===== src/rtl/dref_pkg.sv =====
package dref_pkg;
  typedef enum logic [2:0] {
    PH_IDLE  = 3'd0,
    PH_SETUP = 3'd1,
    PH_HOLD  = 3'd2,
    PH_RASLO = 3'd3,
    PH_PRE   = 3'd4
  } dref_ph_e;
endpackage


===== src/rtl/dref_tick_timer.sv =====
module dref_tick_timer #(
  parameter int LIMIT = 200
) (
  input  logic clk,
  input  logic rst_n,
  input  logic en,
  output logic tick
);
  localparam int CW = $clog2(LIMIT + 1);

  logic [CW-1:0] cnt_q, cnt_d;

  assign tick = en && (cnt_q == CW'(LIMIT - 1));

  always_comb begin
    cnt_d = cnt_q;
    if (en) cnt_d = tick ? '0 : cnt_q + 1'b1;
  end

  always_ff @(posedge clk or negedge rst_n) begin
    if (!rst_n) cnt_q <= '0;
    else        cnt_q <= cnt_d;
  end
endmodule


===== src/rtl/dref_pend_ctr.sv =====
module dref_pend_ctr #(
  parameter int PEND_MAX  = 8,
  parameter int INIT_REFS = 8
) (
  input  logic clk,
  input  logic rst_n,
  input  logic ld,
  input  logic inc,
  input  logic dec,
  output logic nz,
  output logic ovf
);
  localparam int PW = $clog2(PEND_MAX + 1);

  logic [PW-1:0] cnt_q, cnt_d;
  logic          ovf_q, ovf_d;
  logic          full;

  assign full = (cnt_q == PW'(PEND_MAX));
  assign nz   = (cnt_q != '0);
  assign ovf  = ovf_q;

  always_comb begin
    cnt_d = cnt_q;
    ovf_d = ovf_q;
    if (ld) begin
      cnt_d = PW'(INIT_REFS);
    end else begin
      unique case ({inc, dec})
        2'b10: begin
          if (full) ovf_d = 1'b1;
          else      cnt_d = cnt_q + 1'b1;
        end
        2'b01:   if (nz) cnt_d = cnt_q - 1'b1;
        default: cnt_d = cnt_q;
      endcase
    end
  end

  always_ff @(posedge clk or negedge rst_n) begin
    if (!rst_n) begin
      cnt_q <= '0;
      ovf_q <= 1'b0;
    end else begin
      cnt_q <= cnt_d;
      ovf_q <= ovf_d;
    end
  end
endmodule


===== src/rtl/dref_strobe_seq.sv =====
module dref_strobe_seq
  import dref_pkg::*;
#(
  parameter int SETUP_CYC   = 1,
  parameter int CHR_CYC     = 1,
  parameter int RAS_LOW_CYC = 6,
  parameter int PRE_CYC     = 4
) (
  input  logic clk,
  input  logic rst_n,
  input  logic ce,
  input  logic start_ok,
  output logic busy,
  output logic done,
  output logic ras_n,
  output logic cas_n
);
  localparam int SUMC = SETUP_CYC + RAS_LOW_CYC + PRE_CYC;
  localparam int PCW  = $clog2(SUMC + 1);

  dref_ph_e      ph_q, ph_d;
  logic [PCW-1:0] cnt_q, cnt_d;
  logic          last;

  assign last  = (cnt_q == '0);
  assign busy  = (ph_q != PH_IDLE);
  assign ras_n = !((ph_q == PH_HOLD) || (ph_q == PH_RASLO));
  assign cas_n = !((ph_q == PH_SETUP) || (ph_q == PH_HOLD));

  always_comb begin
    ph_d  = ph_q;
    cnt_d = cnt_q;
    done  = 1'b0;
    if (ce) begin
      unique case (ph_q)
        PH_IDLE: if (start_ok) begin
          ph_d  = PH_SETUP;
          cnt_d = PCW'(SETUP_CYC - 1);
        end
        PH_SETUP: if (last) begin
          ph_d  = PH_HOLD;
          cnt_d = PCW'(CHR_CYC - 1);
        end else cnt_d = cnt_q - 1'b1;
        PH_HOLD: if (last) begin
          ph_d  = PH_RASLO;
          cnt_d = PCW'(RAS_LOW_CYC - CHR_CYC - 1);
        end else cnt_d = cnt_q - 1'b1;
        PH_RASLO: if (last) begin
          ph_d  = PH_PRE;
          cnt_d = PCW'(PRE_CYC - 1);
        end else cnt_d = cnt_q - 1'b1;
        PH_PRE: if (last) begin
          ph_d = PH_IDLE;
          done = 1'b1;
        end else cnt_d = cnt_q - 1'b1;
        default: ph_d = PH_IDLE;
      endcase
    end
  end

  always_ff @(posedge clk or negedge rst_n) begin
    if (!rst_n) begin
      ph_q  <= PH_IDLE;
      cnt_q <= '0;
    end else begin
      ph_q  <= ph_d;
      cnt_q <= cnt_d;
    end
  end
endmodule


===== src/rtl/dram_refresh_seq.sv =====
module dram_refresh_seq #(
  parameter int CAS_LINES       = 4,
  parameter bit FAST_SIM        = 1'b0,
  parameter int PWRUP_CYC       = 20000,
  parameter int PWRUP_SIM_CYC   = 50,
  parameter int REF_INT_CYC     = 1562,
  parameter int REF_INT_SIM_CYC = 200,
  parameter int INIT_REFS       = 8,
  parameter int PEND_MAX        = 8,
  parameter int SETUP_CYC       = 1,
  parameter int CHR_CYC         = 1,
  parameter int RAS_LOW_CYC     = 6,
  parameter int RAS_PRE_CYC     = 4
) (
  input  logic                 clk,
  input  logic                 rst_n,
  input  logic                 ref_gnt,
  output logic                 ref_req,
  output logic                 init_done,
  output logic                 str_drv,
  output logic                 ras_n,
  output logic [CAS_LINES-1:0] cas_n,
  output logic                 we_n,
  output logic                 pend_ovf
);
  localparam int PWR_LIM = FAST_SIM ? PWRUP_SIM_CYC : PWRUP_CYC;
  localparam int INT_LIM = FAST_SIM ? REF_INT_SIM_CYC : REF_INT_CYC;

  logic [1:0] rs_q;
  logic       rst_s;
  logic       pwr_done_q, pwr_done_d;
  logic       init_q, init_d;
  logic       pwr_tick, int_tick;
  logic       pend_nz, busy, done;
  logic       seq_ras_n, seq_cas_n;

  always_ff @(posedge clk or negedge rst_n) begin
    if (!rst_n) rs_q <= 2'b00;
    else        rs_q <= {rs_q[0], 1'b1};
  end
  assign rst_s = rs_q[1];

  dref_tick_timer #(.LIMIT(PWR_LIM)) u_pwr_tmr (
    .clk(clk), .rst_n(rst_s), .en(!pwr_done_q), .tick(pwr_tick)
  );

  dref_tick_timer #(.LIMIT(INT_LIM)) u_int_tmr (
    .clk(clk), .rst_n(rst_s), .en(init_q), .tick(int_tick)
  );

  dref_pend_ctr #(.PEND_MAX(PEND_MAX), .INIT_REFS(INIT_REFS)) u_pend (
    .clk(clk), .rst_n(rst_s), .ld(pwr_tick), .inc(int_tick), .dec(done),
    .nz(pend_nz), .ovf(pend_ovf)
  );

  dref_strobe_seq #(
    .SETUP_CYC(SETUP_CYC), .CHR_CYC(CHR_CYC),
    .RAS_LOW_CYC(RAS_LOW_CYC), .PRE_CYC(RAS_PRE_CYC)
  ) u_seq (
    .clk(clk), .rst_n(rst_s), .ce(ref_gnt), .start_ok(pend_nz),
    .busy(busy), .done(done), .ras_n(seq_ras_n), .cas_n(seq_cas_n)
  );

  always_comb begin
    pwr_done_d = pwr_done_q | pwr_tick;
    init_d     = init_q | (pwr_done_q & ~pend_nz & ~busy);
  end

  always_ff @(posedge clk or negedge rst_s) begin
    if (!rst_s) begin
      pwr_done_q <= 1'b0;
      init_q     <= 1'b0;
    end else begin
      pwr_done_q <= pwr_done_d;
      init_q     <= init_d;
    end
  end

  assign init_done = init_q;
  assign ref_req   = pend_nz | busy;
  assign str_drv   = ref_gnt & ref_req;
  assign ras_n     = ~str_drv | seq_ras_n;
  assign we_n      = 1'b1;

  for (genvar g = 0; g < CAS_LINES; g++) begin : g_cas
    assign cas_n[g] = ~str_drv | seq_cas_n;
  end
endmodule


===== config.mk =====
export PLATFORM = sky130hd
export DESIGN_NAME = dram_refresh_seq
export DESIGN_NICKNAME = d
export VERILOG_FILES = /design/src/rtl/dref_pkg.sv /design/src/rtl/dref_tick_timer.sv /design/src/rtl/dref_pend_ctr.sv /design/src/rtl/dref_strobe_seq.sv /design/src/rtl/dram_refresh_seq.sv
export SDC_FILE = /design/constraint.sdc
export NUM_CORES = 1
export LEC_CHECK = 0
export ABC_AREA = 1
export CAP_MARGIN = 20
export CORE_ASPECT_RATIO = 1.5
export CORE_MARGIN = 4
export CORE_UTILIZATION = 44
export DETAILED_ROUTE_END_ITERATION = 12
export GPL_TIMING_DRIVEN = 0
export SYNTH_ARGS = -nofsm -noshare
export SYNTH_HDL_FRONTEND = slang
export SYNTH_HIERARCHICAL = 1
export SYNTH_SLANG_ARGS = --single-unit

===== constraint.sdc =====
create_clock -name clk -period 1.71 [get_ports clk]
set_clock_uncertainty 0.15 [all_clocks]
set_input_delay 0.4275 -clock clk [delete_from_list [all_inputs] [get_ports clk]]
set_output_delay 0.4275 -clock clk [all_outputs]
set_load 0.01 [all_outputs]

==> flow_metrics.env <==
export IMPL_status="finished with violations"
export IMPL_violations="setup timing"
export IMPL_r2r_cells=14
export IMPL_ys_types=30
export IMPL_combPwrFrac_pct=58.8
export IMPL_max_stage_delay_ns=0.46
export IMPL_gp_congestion=0.825
export IMPL_cts_tree="yes"
export IMPL_die_w_um=71.7
export IMPL_synth_area_mm2=0.00267
export IMPL_slew_viol_final=0
export IMPL_synth_cells=368
export IMPL_avgRoutedWirePerCell_um=12.5
export IMPL_grt_overflow_total=0
export IMPL_cts_buffers=5
export IMPL_die_y_um=103
export IMPL_fin_crit_sh_pct=126
export IMPL_vias=2564
export IMPL_rsz0062_at_grt="yes"
export IMPL_routed_wl_um=6680
export IMPL_switchingPower_uw=1780
export IMPL_cap_violations=0
export IMPL_yosysSeqAreaShare_pct=39.3
export IMPL_post_route_min_period_ns=2.15
export IMPL_max_freq_ghz=0.465
export IMPL_synth_area_per_cell_um2=7.27
export IMPL_ioPinCount=13
export IMPL_cts_buffer_depth=2
export IMPL_dp_final_hpwl_um=3730
export IMPL_end_kind="flip-flop"
export IMPL_cp_data_arrival_time_ns=2.18
export IMPL_clock_power_share_pct=14.2
export IMPL_worstSetupStartpointType="flip-flop"
export IMPL_initial_core_util_pct=45.5
export IMPL_n_antenna_cell=0
export IMPL_ff2ff_setup_slack_ns=-0.44
export IMPL_core_mm2=0.00587
export IMPL_finalSetupViolCount=20
export IMPL_die_area_mm2=0.00741
export IMPL_grt_pass1_wl_um=10500
export IMPL_first_global_vias=2398
export IMPL_port_buffers=11
export IMPL_cts_sinks=42
export IMPL_rr_startpoint="u_seq/ph_q[1]$_DFFE_PN0P_"
export IMPL_p_leak_uw=0.00201
export IMPL_firstDrtPassIters=4
export IMPL_setup_ws_ns=-0.440
export IMPL_p_int_uw=2880
export IMPL_finalNetCount=470
export IMPL_cp_required_ns=1.74
export IMPL_hold_viol=0
export IMPL_crit_chain="nor2_4 > buf_6 > nand3_4 > nor2_4 > nand3_4 > nand2_2 > inv_2 > ha_1 > inv_1 > nand2_1 > xnor2_1 > inv_1 > nand2_1 > o21ai_1"
export IMPL_drive_above_1_share_pct=37.5
export IMPL_antenna_found_initial=0
export IMPL_ys_ff_latch=42
export IMPL_ir_drop_mv=0.562
export IMPL_synth_edf_count=0
export IMPL_insertion_delay_ns=0.29
export IMPL_min_path_type="reg2async"
export IMPL_grt_max_degree=38
export IMPL_fin_util_pct=65.2
export IMPL_power_uw=4660
export IMPL_ant_nets=0
export IMPL_cpMaxStageDelayCell="dfrtp_2"
export IMPL_r2r_end="u_pend/cnt_q[2]$_DFFE_PN0P_"
export IMPL_netSwitchingFraction_pct=38.3
export IMPL_gr_usage_all_layers_pct=17.6
export IMPL_p_per_area_mw_per_mm2=1220
export IMPL_drc=0
export IMPL_syn2layout_area_growth_pct=43.1
export IMPL_ctsHtreeMaxLevel=2
export IMPL_ys_warn_count=6
export IMPL_ys_flop_type="dfrtp_1"
export IMPL_seqPwrFrac_pct=27.0
export IMPL_clkSlewWorstSetupHoldPaths_ns=0.08
export IMPL_num_rows=34
export IMPL_cp_max_fo=4
export IMPL_post_drt_via_cell_ratio=4.81
export IMPL_nFillCells=479
export IMPL_async_flop_share_pct=100
export IMPL_path_class="reg2reg"
export IMPL_place_ws_ns=-0.804
export IMPL_root_buffer="clkbuf_8"
export IMPL_drtIter0Drc=69
## layout by cell type (no fill, tap or decap), types with 7 or more instances in the layout
master | netlist | routed
inv_2 | 5 | 14
xor2_1 | 7 | 7
nor2_4 | 6 | 10
nand3_2 | 6 | 9
nand4_1 | 8 | 8
nor2_1 | 44 | 38
nor2_2 | 6 | 8
nand2_1 | 100 | 93
buf_6 | 0 | 21
nand2_2 | 6 | 9
dfrtp_1 | 42 | 36
nand3_1 | 27 | 19
inv_1 | 66 | 55
buf_4 | 4 | 59
## how the worst max path moves through the flow
stage / start / to
after floorplan: u_int_tmr/cnt_q[1]$_DFFE_PN0P_ / u_pend/cnt_q[3]$_DFFE_PN0P_
after global placement: ref_gnt / u_pend/cnt_q[2]$_DFFE_PN0P_
after detailed placement: ref_gnt / u_pend/cnt_q[2]$_DFFE_PN0P_
after CTS: u_int_tmr/cnt_q[1]$_DFFE_PN0P_ / u_pend/cnt_q[3]$_DFFE_PN0P_
after global routing: u_int_tmr/cnt_q[7]$_DFFE_PN0P_ / u_pend/cnt_q[2]$_DFFE_PN0P_
final: u_seq/ph_q[1]$_DFFE_PN0P_ / u_pend/cnt_q[2]$_DFFE_PN0P_
## power by group through the flow
stage | Combinational (µW) | Clock (µW) | Sequential, µW
after floorplan | 1080 | 0 | 1280
after global placement | 1340 | 0 | 1320
after detailed placement | 1390 | 0 | 1300
after CTS | 2150 | 695 | 1250
after global routing | 2970 | 743 | 1270
final | 2740 | 662 | 1260
## repair_timing
| item | 4_1_cts | 5_1_grt |
|---|---|---|
| gates resized for setup | 58 | 35 |
| setup endpoints to repair | 14 | 21 |
| hold buffers | 1 | 0 |
| endpoints found under the hold margin | 3 | 0 |
| setup buffers | 46 | 27 |
| pin swaps | 15 | 25 |
## logic make-up after synthesis
| kind of cell | count (synthesis) | synth area share [%] |
|---|---|---|
| AOI/OAI and AO/OA | 16 | 3.28 |
| xor gates and xnor gates | 11 | 3.60 |
| adders and majority gates | 7 | 3.28 |
| buffers and inverters | 77 | 11.5 |
| DFF | 42 | 39.3 |
| other | 1 | 0.140 |
| and+or+nand+nor | 214 | 38.9 |
## registers in the layout, summed over array words and instances (netlist names)
name	cells
u_int_tmr/cnt_q	11
u_pend/cnt_q	4
pwr_done_q	1
u_seq/ph_q	3
rs_q	2
u_pwr_tmr/cnt_q	15
u_seq/cnt_q	4
init_done	1
u_pend/ovf	1
## final cells by class
type | count | area (µm²) | area share [%]
timing repair buffer | 84 | 717 | 18.7
buffer | 4 | 41.3 | 1.08
tap | 72 | 90.1 | 2.35
sequential | 42 | 1060 | 27.7
inverter | 73 | 289 | 7.55
multi-input combinational | 250 | 1540 | 40.2
clock inverter | 1 | 5.00 | 0.131
clock buffer | 7 | 86.3 | 2.26
## critical path, delay by kind of cell, from the launching register on
| kind | cells | cell delay [ns] |
|---|---|---|
| compound gates | 1 | 0.06 |
| flops | 1 | 0.46 |
| fa+ha+maj | 1 | 0.17 |
| simple gates | 7 | 0.77 |
| xor+xnor | 1 | 0.16 |
| buf+inv | 4 | 0.29 |
## synthesized netlist by cell type, types with 4 or more instances
master / count / area share (%)
nand3_1: 27 / 5.1
inv_2: 5 / 0.70
nand4_1: 8 / 1.9
inv_1: 66 / 9.3
xnor2_1: 4 / 1.3
nand3_2: 6 / 2.2
o21ai_0: 5 / 0.94
nand2_2: 6 / 1.4
dfrtp_1: 42 / 39
nand2_1: 100 / 14
nor2_1: 44 / 6.2
ha_1: 7 / 3.3
nor2_2: 6 / 1.4
o21ai_1: 6 / 1.1
buf_4: 4 / 1.1
nor2_4: 6 / 2.5
xor2_1: 7 / 2.3
## per-layer routing
layer  vias up  track usage (%)  wire length [µm]
li1       1298                -                 -
met1      1217             20.7              2740
met2        35             31.9              3630
met3        14             2.61               150
met4         0             6.95               156
met5         -                0                 0
## stage by stage
step                      cell area (µm²)  hold WS (ns)  std cells  setup TNS, ns
after floorplan                      2790       -0.0181        369         -0.626
after detailed placement             3010       -0.0699        453          -7.76
after global placement               2990         0.187        452         -19.79
after global routing                 3830         0.128        533          -7.45
after CTS                            3520         0.116        508          -5.45
final                                3830         0.103        533          -5.71
Power figures use the tool's default switching activity.
